$ cat src/rtl/dacbank_pkg.sv
package dacbank_pkg;
  localparam int unsigned BUS_W = 16;
  localparam int unsigned LO_W  = 8;

  typedef enum logic [2:0] {
    REG_NONE,
    REG_DATA,
    REG_RANGE,
    REG_STROBE,
    REG_CTRL
  } reg_kind_e;
endpackage

$ cat src/rtl/dacbank_decode.sv
module dacbank_decode
  import dacbank_pkg::*;
#(
  parameter int NCH       = 4,
  parameter int CODE_W    = 12,
  parameter int ADDR_W    = 4,
  parameter int SYNC_ADDR = 15,
  localparam int HI_W     = CODE_W - LO_W,
  localparam int CH_W     = (NCH > 1) ? $clog2(NCH) : 1
) (
  input  logic              bus_wr,
  input  logic              bus_byte,
  input  logic [ADDR_W-1:0] bus_addr,
  input  logic [BUS_W-1:0]  bus_wdata,
  output reg_kind_e         kind,
  output logic [CH_W-1:0]   sel_ch,
  output logic              sel_hi,
  output logic [NCH-1:0]    we_lo,
  output logic [NCH-1:0]    we_hi,
  output logic [LO_W-1:0]   lo_data,
  output logic [HI_W-1:0]   hi_data,
  output logic              range_we,
  output logic              strobe,
  output logic              ctrl_we
);
  localparam int DATA_END = 2 * NCH;
  localparam int RANGE_AD = DATA_END;
  localparam int STRB_AD  = DATA_END + 1;

  logic unused_wdata;
  assign unused_wdata = ^bus_wdata;

  always_comb begin
    kind = REG_NONE;
    if (bus_addr < ADDR_W'(DATA_END))            kind = REG_DATA;
    else if (bus_addr == ADDR_W'(RANGE_AD))      kind = REG_RANGE;
    else if (bus_addr == ADDR_W'(STRB_AD))       kind = REG_STROBE;
    else if (bus_addr == ADDR_W'(SYNC_ADDR))     kind = REG_CTRL;
  end

  assign sel_ch = bus_addr[CH_W:1];
  assign sel_hi = bus_addr[0];

  generate
    for (genvar ch = 0; ch < NCH; ch++) begin : g_we
      logic hit;
      assign hit       = bus_wr && (kind == REG_DATA) && (sel_ch == CH_W'(ch));
      assign we_lo[ch] = hit && !sel_hi;
      assign we_hi[ch] = hit && (sel_hi || !bus_byte);
    end
  endgenerate

  assign lo_data  = bus_wdata[LO_W-1:0];
  assign hi_data  = sel_hi ? bus_wdata[HI_W-1:0] : bus_wdata[LO_W +: HI_W];
  assign range_we = bus_wr && (kind == REG_RANGE);
  assign strobe   = bus_wr && (kind == REG_STROBE);
  assign ctrl_we  = bus_wr && (kind == REG_CTRL);
endmodule

$ cat src/rtl/dacbank_chan.sv
module dacbank_chan
  import dacbank_pkg::*;
#(
  parameter int                CODE_W   = 12,
  parameter logic [CODE_W-1:0] RST_CODE = 'h800,
  localparam int               HI_W     = CODE_W - LO_W
) (
  input  logic              clk,
  input  logic              rst_n,
  input  logic              we_lo,
  input  logic              we_hi,
  input  logic [LO_W-1:0]   lo_data,
  input  logic [HI_W-1:0]   hi_data,
  input  logic              sync_mode,
  input  logic              load,
  output logic [CODE_W-1:0] hold_o,
  output logic [CODE_W-1:0] out_o
);
  logic [CODE_W-1:0] hold_q, out_q, hold_nx;
  logic              any_we;

  assign any_we = we_lo || we_hi;

  always_comb begin
    hold_nx = hold_q;
    if (we_lo) hold_nx[LO_W-1:0]      = lo_data;
    if (we_hi) hold_nx[CODE_W-1:LO_W] = hi_data;
  end

  always_ff @(posedge clk) begin
    if (!rst_n) begin
      hold_q <= RST_CODE;
      out_q  <= RST_CODE;
    end else begin
      if (any_we) hold_q <= hold_nx;
      if (!sync_mode && any_we) out_q <= hold_nx;
      else if (load)            out_q <= hold_q;
    end
  end

  assign hold_o = hold_q;
  assign out_o  = out_q;
endmodule

$ cat src/rtl/dacbank_rdmux.sv
module dacbank_rdmux
  import dacbank_pkg::*;
#(
  parameter int NCH    = 4,
  parameter int CODE_W = 12,
  localparam int CH_W  = (NCH > 1) ? $clog2(NCH) : 1,
  localparam int RNG_W = 2 * NCH
) (
  input  reg_kind_e             kind,
  input  logic [CH_W-1:0]       sel_ch,
  input  logic                  sel_hi,
  input  logic [NCH*CODE_W-1:0] hold_flat,
  input  logic [RNG_W-1:0]      range_q,
  input  logic                  sync_q,
  output logic [BUS_W-1:0]      rd_word
);
  logic [CODE_W-1:0] cur;

  always_comb begin
    cur     = hold_flat[sel_ch*CODE_W +: CODE_W];
    rd_word = '0;
    case (kind)
      REG_DATA:  rd_word = sel_hi ? BUS_W'(cur[CODE_W-1:LO_W]) : BUS_W'(cur);
      REG_RANGE: rd_word = BUS_W'(range_q);
      REG_CTRL:  rd_word = BUS_W'(sync_q);
      default:   rd_word = '0;
    endcase
  end
endmodule

$ cat src/rtl/dacbank_sync_top.sv
module dacbank_sync_top
  import dacbank_pkg::*;
#(
  parameter int                NCH       = 4,
  parameter int                CODE_W    = 12,
  parameter int                ADDR_W    = 4,
  parameter int                SYNC_ADDR = 15,
  parameter logic [CODE_W-1:0] RST_CODE  = 'h800,
  parameter logic [1:0]        RST_RANGE = 2'b10,
  parameter logic              RST_SYNC  = 1'b1
) (
  input  logic                  clk,
  input  logic                  rst_n,
  input  logic                  bus_wr,
  input  logic                  bus_rd,
  input  logic                  bus_byte,
  input  logic [ADDR_W-1:0]     bus_addr,
  input  logic [15:0]           bus_wdata,
  output logic [15:0]           bus_rdata,
  output logic [NCH*CODE_W-1:0] dac_code_o,
  output logic [2*NCH-1:0]      range_o
);
  localparam int HI_W  = CODE_W - LO_W;
  localparam int CH_W  = (NCH > 1) ? $clog2(NCH) : 1;
  localparam int RNG_W = 2 * NCH;

  reg_kind_e             kind;
  logic [CH_W-1:0]       sel_ch;
  logic                  sel_hi;
  logic [NCH-1:0]        we_lo, we_hi;
  logic [LO_W-1:0]       lo_data;
  logic [HI_W-1:0]       hi_data;
  logic                  range_we, strobe, ctrl_we;
  logic [NCH*CODE_W-1:0] hold_flat;
  logic [RNG_W-1:0]      range_q;
  logic                  sync_q;
  logic [BUS_W-1:0]      rd_word;

  dacbank_decode #(
    .NCH(NCH), .CODE_W(CODE_W), .ADDR_W(ADDR_W), .SYNC_ADDR(SYNC_ADDR)
  ) decode_i (
    .bus_wr(bus_wr), .bus_byte(bus_byte), .bus_addr(bus_addr),
    .bus_wdata(bus_wdata), .kind(kind), .sel_ch(sel_ch), .sel_hi(sel_hi),
    .we_lo(we_lo), .we_hi(we_hi), .lo_data(lo_data), .hi_data(hi_data),
    .range_we(range_we), .strobe(strobe), .ctrl_we(ctrl_we)
  );

  generate
    for (genvar ch = 0; ch < NCH; ch++) begin : g_chan
      dacbank_chan #(.CODE_W(CODE_W), .RST_CODE(RST_CODE)) chan_i (
        .clk(clk), .rst_n(rst_n),
        .we_lo(we_lo[ch]), .we_hi(we_hi[ch]),
        .lo_data(lo_data), .hi_data(hi_data),
        .sync_mode(sync_q), .load(strobe && sync_q),
        .hold_o(hold_flat[ch*CODE_W +: CODE_W]),
        .out_o(dac_code_o[ch*CODE_W +: CODE_W])
      );
    end
  endgenerate

  always_ff @(posedge clk) begin
    if (!rst_n) begin
      range_q <= {NCH{RST_RANGE}};
      sync_q  <= RST_SYNC;
    end else begin
      if (range_we) range_q <= bus_wdata[RNG_W-1:0];
      if (ctrl_we)  sync_q  <= bus_wdata[0];
    end
  end

  dacbank_rdmux #(.NCH(NCH), .CODE_W(CODE_W)) rdmux_i (
    .kind(kind), .sel_ch(sel_ch), .sel_hi(sel_hi), .hold_flat(hold_flat),
    .range_q(range_q), .sync_q(sync_q), .rd_word(rd_word)
  );

  always_ff @(posedge clk) begin
    if (!rst_n)      bus_rdata <= '0;
    else if (bus_rd) bus_rdata <= rd_word;
  end

  assign range_o = range_q;
endmodule

$ cat config.mk
export PLATFORM = sky130hd
export DESIGN_NAME = dacbank_sync_top
export DESIGN_NICKNAME = d
export VERILOG_FILES = /design/src/rtl/dacbank_pkg.sv /design/src/rtl/dacbank_decode.sv /design/src/rtl/dacbank_chan.sv /design/src/rtl/dacbank_rdmux.sv /design/src/rtl/dacbank_sync_top.sv
export SDC_FILE = /design/constraint.sdc
export NUM_CORES = 1
export LEC_CHECK = 0
export ABC_AREA = 1
export BUFFER_PORTS_ARGS = -buffer_cell sky130_fd_sc_hd__buf_2
export CAP_MARGIN = 20
export CORE_MARGIN = 10
export CORE_UTILIZATION = 46
export DETAILED_ROUTE_END_ITERATION = 7
export PLACE_DENSITY = 0.72
export RECOVER_POWER = 25
export SLEW_MARGIN = 5
export SYNTH_ARGS = -nofsm -noshare
export SYNTH_HDL_FRONTEND = slang
export SYNTH_SLANG_ARGS = --single-unit
$ cat constraint.sdc
create_clock -name clk -period 1.7 [get_ports clk]
set_clock_uncertainty 0.2 [all_clocks]
set_input_delay 0.34 -clock clk [delete_from_list [all_inputs] [get_ports clk]]
set_output_delay 0.34 -clock clk [all_outputs]
set_load 0.1 [all_outputs]
Yosys cells after proc, flatten, opt, wreduce, memory -nomap -nowiden
Cells that the tools add are included.

operators by class
  shift-type cells = 1
  reductions and logical operators = 34
  multiplexer cells = 23
  $lt $le $gt $ge = 1
  multiply operators = 1
  equal/unequal tests = 10

operator list
  operator                                           count
  2-to-1 mux 12 bit                                  9
  one-hot mux 16 bit (3 select lines)                1
  indexed part select 48 x 7 -> 12 bit               1
  2-to-1 mux 8 bit                                   4
  logical AND 1 bit                                  21
  2-to-1 mux 4 bit                                   5
  == test 4 bit, second input constant               3
  2-to-1 mux 3 bit                                   4
  nonzero test 2 bit                                 4
  == test 3 x 2 -> 1 bit, second input constant      2
  logical OR 1 bit                                   5
  == test 2 bit, second input constant               2
  less-than comparator 4 bit, second input constant  1
  multiplier 2 x 2 -> 4 bit, second input constant   1
  == test 3 x 1 -> 1 bit, second input constant      1
  == test 3 bit, second input constant               1
  logical NOT 1 bit                                  3
  == test 2 x 1 -> 1 bit, second input constant      1
  logical NOT 2 bit                                  1

word-level totals
  output and inout port bits = 72
  logic and storage cells = 81
  input bits = 25
  flip-flop bits (word level) = 121

Logic depth before layout (Yosys ltp)
  word-level depth = 12
  mapped depth = 11
  depth with buffers taken out = 10

Hierarchy
From an unflattened synthesis, not the netlist that was laid out.

second synthesis, totals
  cells, all modules = 1,069
  area total of the unflattened synthesis = 6,648.9 sq um

by module, submodules not included
  module            cells each  seq. area each (sq um)  area each (sq um)  instances
  dacbank_chan      180         480.5                   1,161.1            4
  dacbank_sync_top  151         500.5                   1,022.2            1
  dacbank_rdmux     139         0.0                     695.7              1
  dacbank_decode    59          0.0                     286.5              1

Least setup slack after synthesis
Ideal clock, no wire load.

  path kind = reg2reg
  start = reg range_q[0], in the netlist range_o[0]
  end = reg bus_rdata[0]
  library setup time = 0.070 ns
  buffers on the path = 0
  period minus slack after synthesis = 1.703 ns
  cell stages (with the launch flop) = 7
  arrival time = 1.433 ns
  data required time = 1.430 ns
  slack = -0.003 ns
  path through = dfxtp_1 -> nand4_1 -> nand2_1 -> inv_1 -> nand3_1 -> nand2_1 -> a21oi_1

between the ends
  word-level cells in the longest chain between the ends = 1

RTL lines
  element                              line                    RTL
  start: declaration                   dacbank_sync_top.sv:35  logic [RNG_W-1:0] range_q;
  start signal: assignment             dacbank_sync_top.sv:63  range_q <= {NCH{RST_RANGE}};
  start signal: assignment             dacbank_sync_top.sv:66  if (range_we) range_q <= bus_wdata[RNG_W-1:0];
  one-hot mux 16 bit (3 select lines)  dacbank_rdmux.sv:22     case (kind)
  end signal: assignment               dacbank_sync_top.sv:78  else if (bus_rd) bus_rdata <= rd_word;
  end: declaration                     dacbank_sync_top.sv:19  output logic [15:0] bus_rdata,

Every way passes these cells.
A chain may end at the register's enable or synchronous reset.

Worst setup path in the final report
  start = reg g_chan[1].chan_i.out_q[8]
  end = out dac_code_o[20]

RTL lines
  element                   line                    RTL
  start: declaration        dacbank_chan.sv:19      logic [CODE_W-1:0] hold_q, out_q, hold_nx;
  start signal: assignment  dacbank_chan.sv:36      if (!sync_mode && any_we) out_q <= hold_nx;
  start signal: assignment  dacbank_chan.sv:37      else if (load) out_q <= hold_q;
  end: declaration          dacbank_sync_top.sv:20  output logic [NCH*CODE_W-1:0] dac_code_o,

No word-level cell between the ends.

==> results.cfg <==
[critical_path]
r2r_start = sync_q
path_class = register to output port
cp_max_fo = 2
cp_cell_sequence = buf_4
critPathCaptureType = output port
cpMaxStageDelayCell = dfxtp_1
reg2regPathDepth = 8
arrival_ps = 1100
crit_end = dac_code_o[20]
cp.depth = 1
timing.rr.end = g_chan[3].chan_i.out_o[11]
cp-start-kind = register
r2r_setup_slack_ps = 150
cp-startpoint = g_chan[1].chan_i.out_o[8]
critical-path-top-delay-family = flip-flops
cp_slowest_stage_delay_ps = 380
worst-path-buf-inv = 1
required_ps = 1160

[power]
power.leakage_nw = 3.59
power.density_nw_per_um2 = 997
vdd_drop_max_mv = 0.672

[global_route]
top_usage_layer = met2
antenna_found_initial = 0
grt_pass1_vias = 5302
grt_max_degree = 47
use_met2_pct = 33.9
grt-ovfl-total = 0
grt_util_met3_pct = 4.18
grt_pass1_wl_um = 27700
grt_util_met1_pct = 26.6
grt_usage_pct = 21.1

[floorplan]
initial_core_util_pct = 46.7
fp.dieW_um = 130
die_h_um = 130
core_um2 = 12000
rows = 40
fp.dieArea_um2 = 16900
io_pins = 97

[sta]
drv_slew = 0
timing.final.crit_period_ps = 1640
rsz0062_at_grt = false
whs_ps = 60.3
fmax_mhz = 610
setup_violations = 0
hold_viol = 0
finalCritPeriodShare_pct = 96.4
fin_tns_setup_ps = 0

[clock_tree]
cts_setup_buffers = 0
cts.sinks = 117
clk-insertion-delay-late_ps = 410
cts_tree = done
path_clk_slew_ps = 50
clockBufferDepth = 2
root_buffer = clkbuf_16
cts_buffers = 17
ctsHoldBuffers = 0
cts.htree.levels = 4

[worst_hold_path]
hp-class = input pin to register

[final_layout]
diodes = 0
syn2layout_area_growth_pct = 33.3
nets = 1012
finalCoreUtilization_pct = 62.3
drive_gt1_share_pct = 22.2
design_area_um2 = 7450
layout.cells.non_filler = 1147
nFillCells = 1086

[routing]
vias = 5784
first_pass_iters = 6
wl_per_cell_um = 15.5
drc = 0
wl_um = 17800
drt_iter0_markers = 483
via_per_inst = 5.04
antenna_left = 0

[logic_synthesis]
yosys_warnings = 0
synthDistinctLibCells = 32
synth_area_leaders = dfxtp_1 (42%), nand2_1 (17%), nor2_1 (9.7%), nand3_1 (5.3%), o21ai_0 (5.2%)
dominantRegCellSynth = dfxtp_1
synth_edf_count = 0
async_flop_share_pct = 0
avgSynthCellArea_um2 = 6.64
synth_top_area_share_pct = 41.9
ys_seq_area_share_pct = 41.9
synth_cells = 841
synth_area_leader_cell = dfxtp_1
synth_area_um2 = 5590
ys_ff_latch = 117

[job]
maxCapViolations = 0

[run_status]
outcome = finished, final reports clean

[placement]
port_buffers = 88
hpwl_um = 13000
post-place-cells = 1115
place_area_um2 = 6650
place.gp.congestion = 0.970
[state kept, by name, indices dropped and copies added, names as in the netlist]
name,flops
bus_rdata,12
sync_q,1
g_chan.chan_i.hold_o,48
g_chan.chan_i.out_o,48
range_o,8
[worst min path at each step]
stage / cells after the start / startpoint / endpoint / slack, ps
after floorplan: 2 / bus_wdata[1] / range_o[1] / 250
after global placement: 2 / bus_rdata[9] / bus_rdata[9] / 250
after detailed placement: 2 / bus_rdata[6] / bus_rdata[6] / 250
after CTS: 3 / bus_rd / bus_rdata[4] / 50
after global routing: 3 / bus_rd / bus_rdata[4] / 70
final: 3 / bus_rd / bus_rdata[4] / 60
[Yosys cell counts (4+ instances only)]
cell type	count
nand2_1	249
nor2_1	144
dfxtp_1	117
nand3_1	59
o21ai_0	58
inv_1	56
a21oi_1	33
o21ai_1	31
clkbuf_1	14
buf_2	12
buf_6	10
buf_4	9
and2_1	7
a211oi_1	6
inv_2	5
nand2_2	5
nor2_4	4
o211ai_1	4
[cells by family after synthesis]
group                  Yosys count  synth area share [%]
and+or+nand+nor                479                  35.7
AOI/OAI and AO/OA              133                  12.4
DFF                            117                  41.9
buffers and inverters          111                  9.86
other                            1                0.0671
[placed cells by master (no fill, tap or decap), types with 4 or more instances in the layout]
| cell type | netlist | final |
|---|---|---|
| buf_12 | 0 | 8 |
| dfxtp_1 | 117 | 116 |
| inv_1 | 56 | 57 |
| a211oi_1 | 6 | 6 |
| inv_2 | 5 | 4 |
| and2_1 | 7 | 7 |
| o21ai_1 | 31 | 29 |
| buf_2 | 12 | 20 |
| buf_4 | 9 | 140 |
| clkbuf_16 | 0 | 17 |
| a21oi_1 | 33 | 33 |
| conb_1 | 1 | 4 |
| clkinv_2 | 0 | 5 |
| bufinv_16 | 0 | 5 |
| nand3_1 | 59 | 59 |
| nand2_2 | 5 | 4 |
| nand2_1 | 249 | 249 |
| o211ai_1 | 4 | 4 |
| nor2_1 | 144 | 147 |
| o21ai_0 | 58 | 60 |
[area by class of cell]
cell class / count / area (um2) / share of cell area, %
Clock buffer: 22 / 474 / 6.37
Clock inverter: 10 / 175 / 2.35
Inverter: 63 / 244 / 3.28
Multi-Input combinational cell: 616 / 2690 / 36.1
Sequential cell: 117 / 2340 / 31.5
Tap cell: 147 / 184 / 2.47
Timing Repair Buffer: 172 / 1340 / 17.9
[what timing repair did]
action                     CTS  global route
cloned                       0             0
gates resized for setup     67             2
setup endpoints to repair   67             2
[power breakdown]
group / leakage (nW) / internal, mW / switching, mW
clock network: 0.324 / 2.70 / 1.24
registers: 0.946 / 2.79 / 0.0259
logic: 2.32 / 0.202 / 0.464
[metrics by stage]
stage          setup slack [ps]  power, mW
2_1_floorplan               108       3.27
3_3_place_gp               -122       3.51
3_5_place_dp               -173       3.52
4_1_cts                    1.35       7.46
5_1_grt                    5.43       7.62
6_report                   61.3       7.42
[layer usage]
layer	routed length (um)	up-vias
li1	-	2951
met1	7620	2588
met2	8340	200
met3	1140	45
met4	668	0
met5	0	-
(Power assumes the default switching activity.)
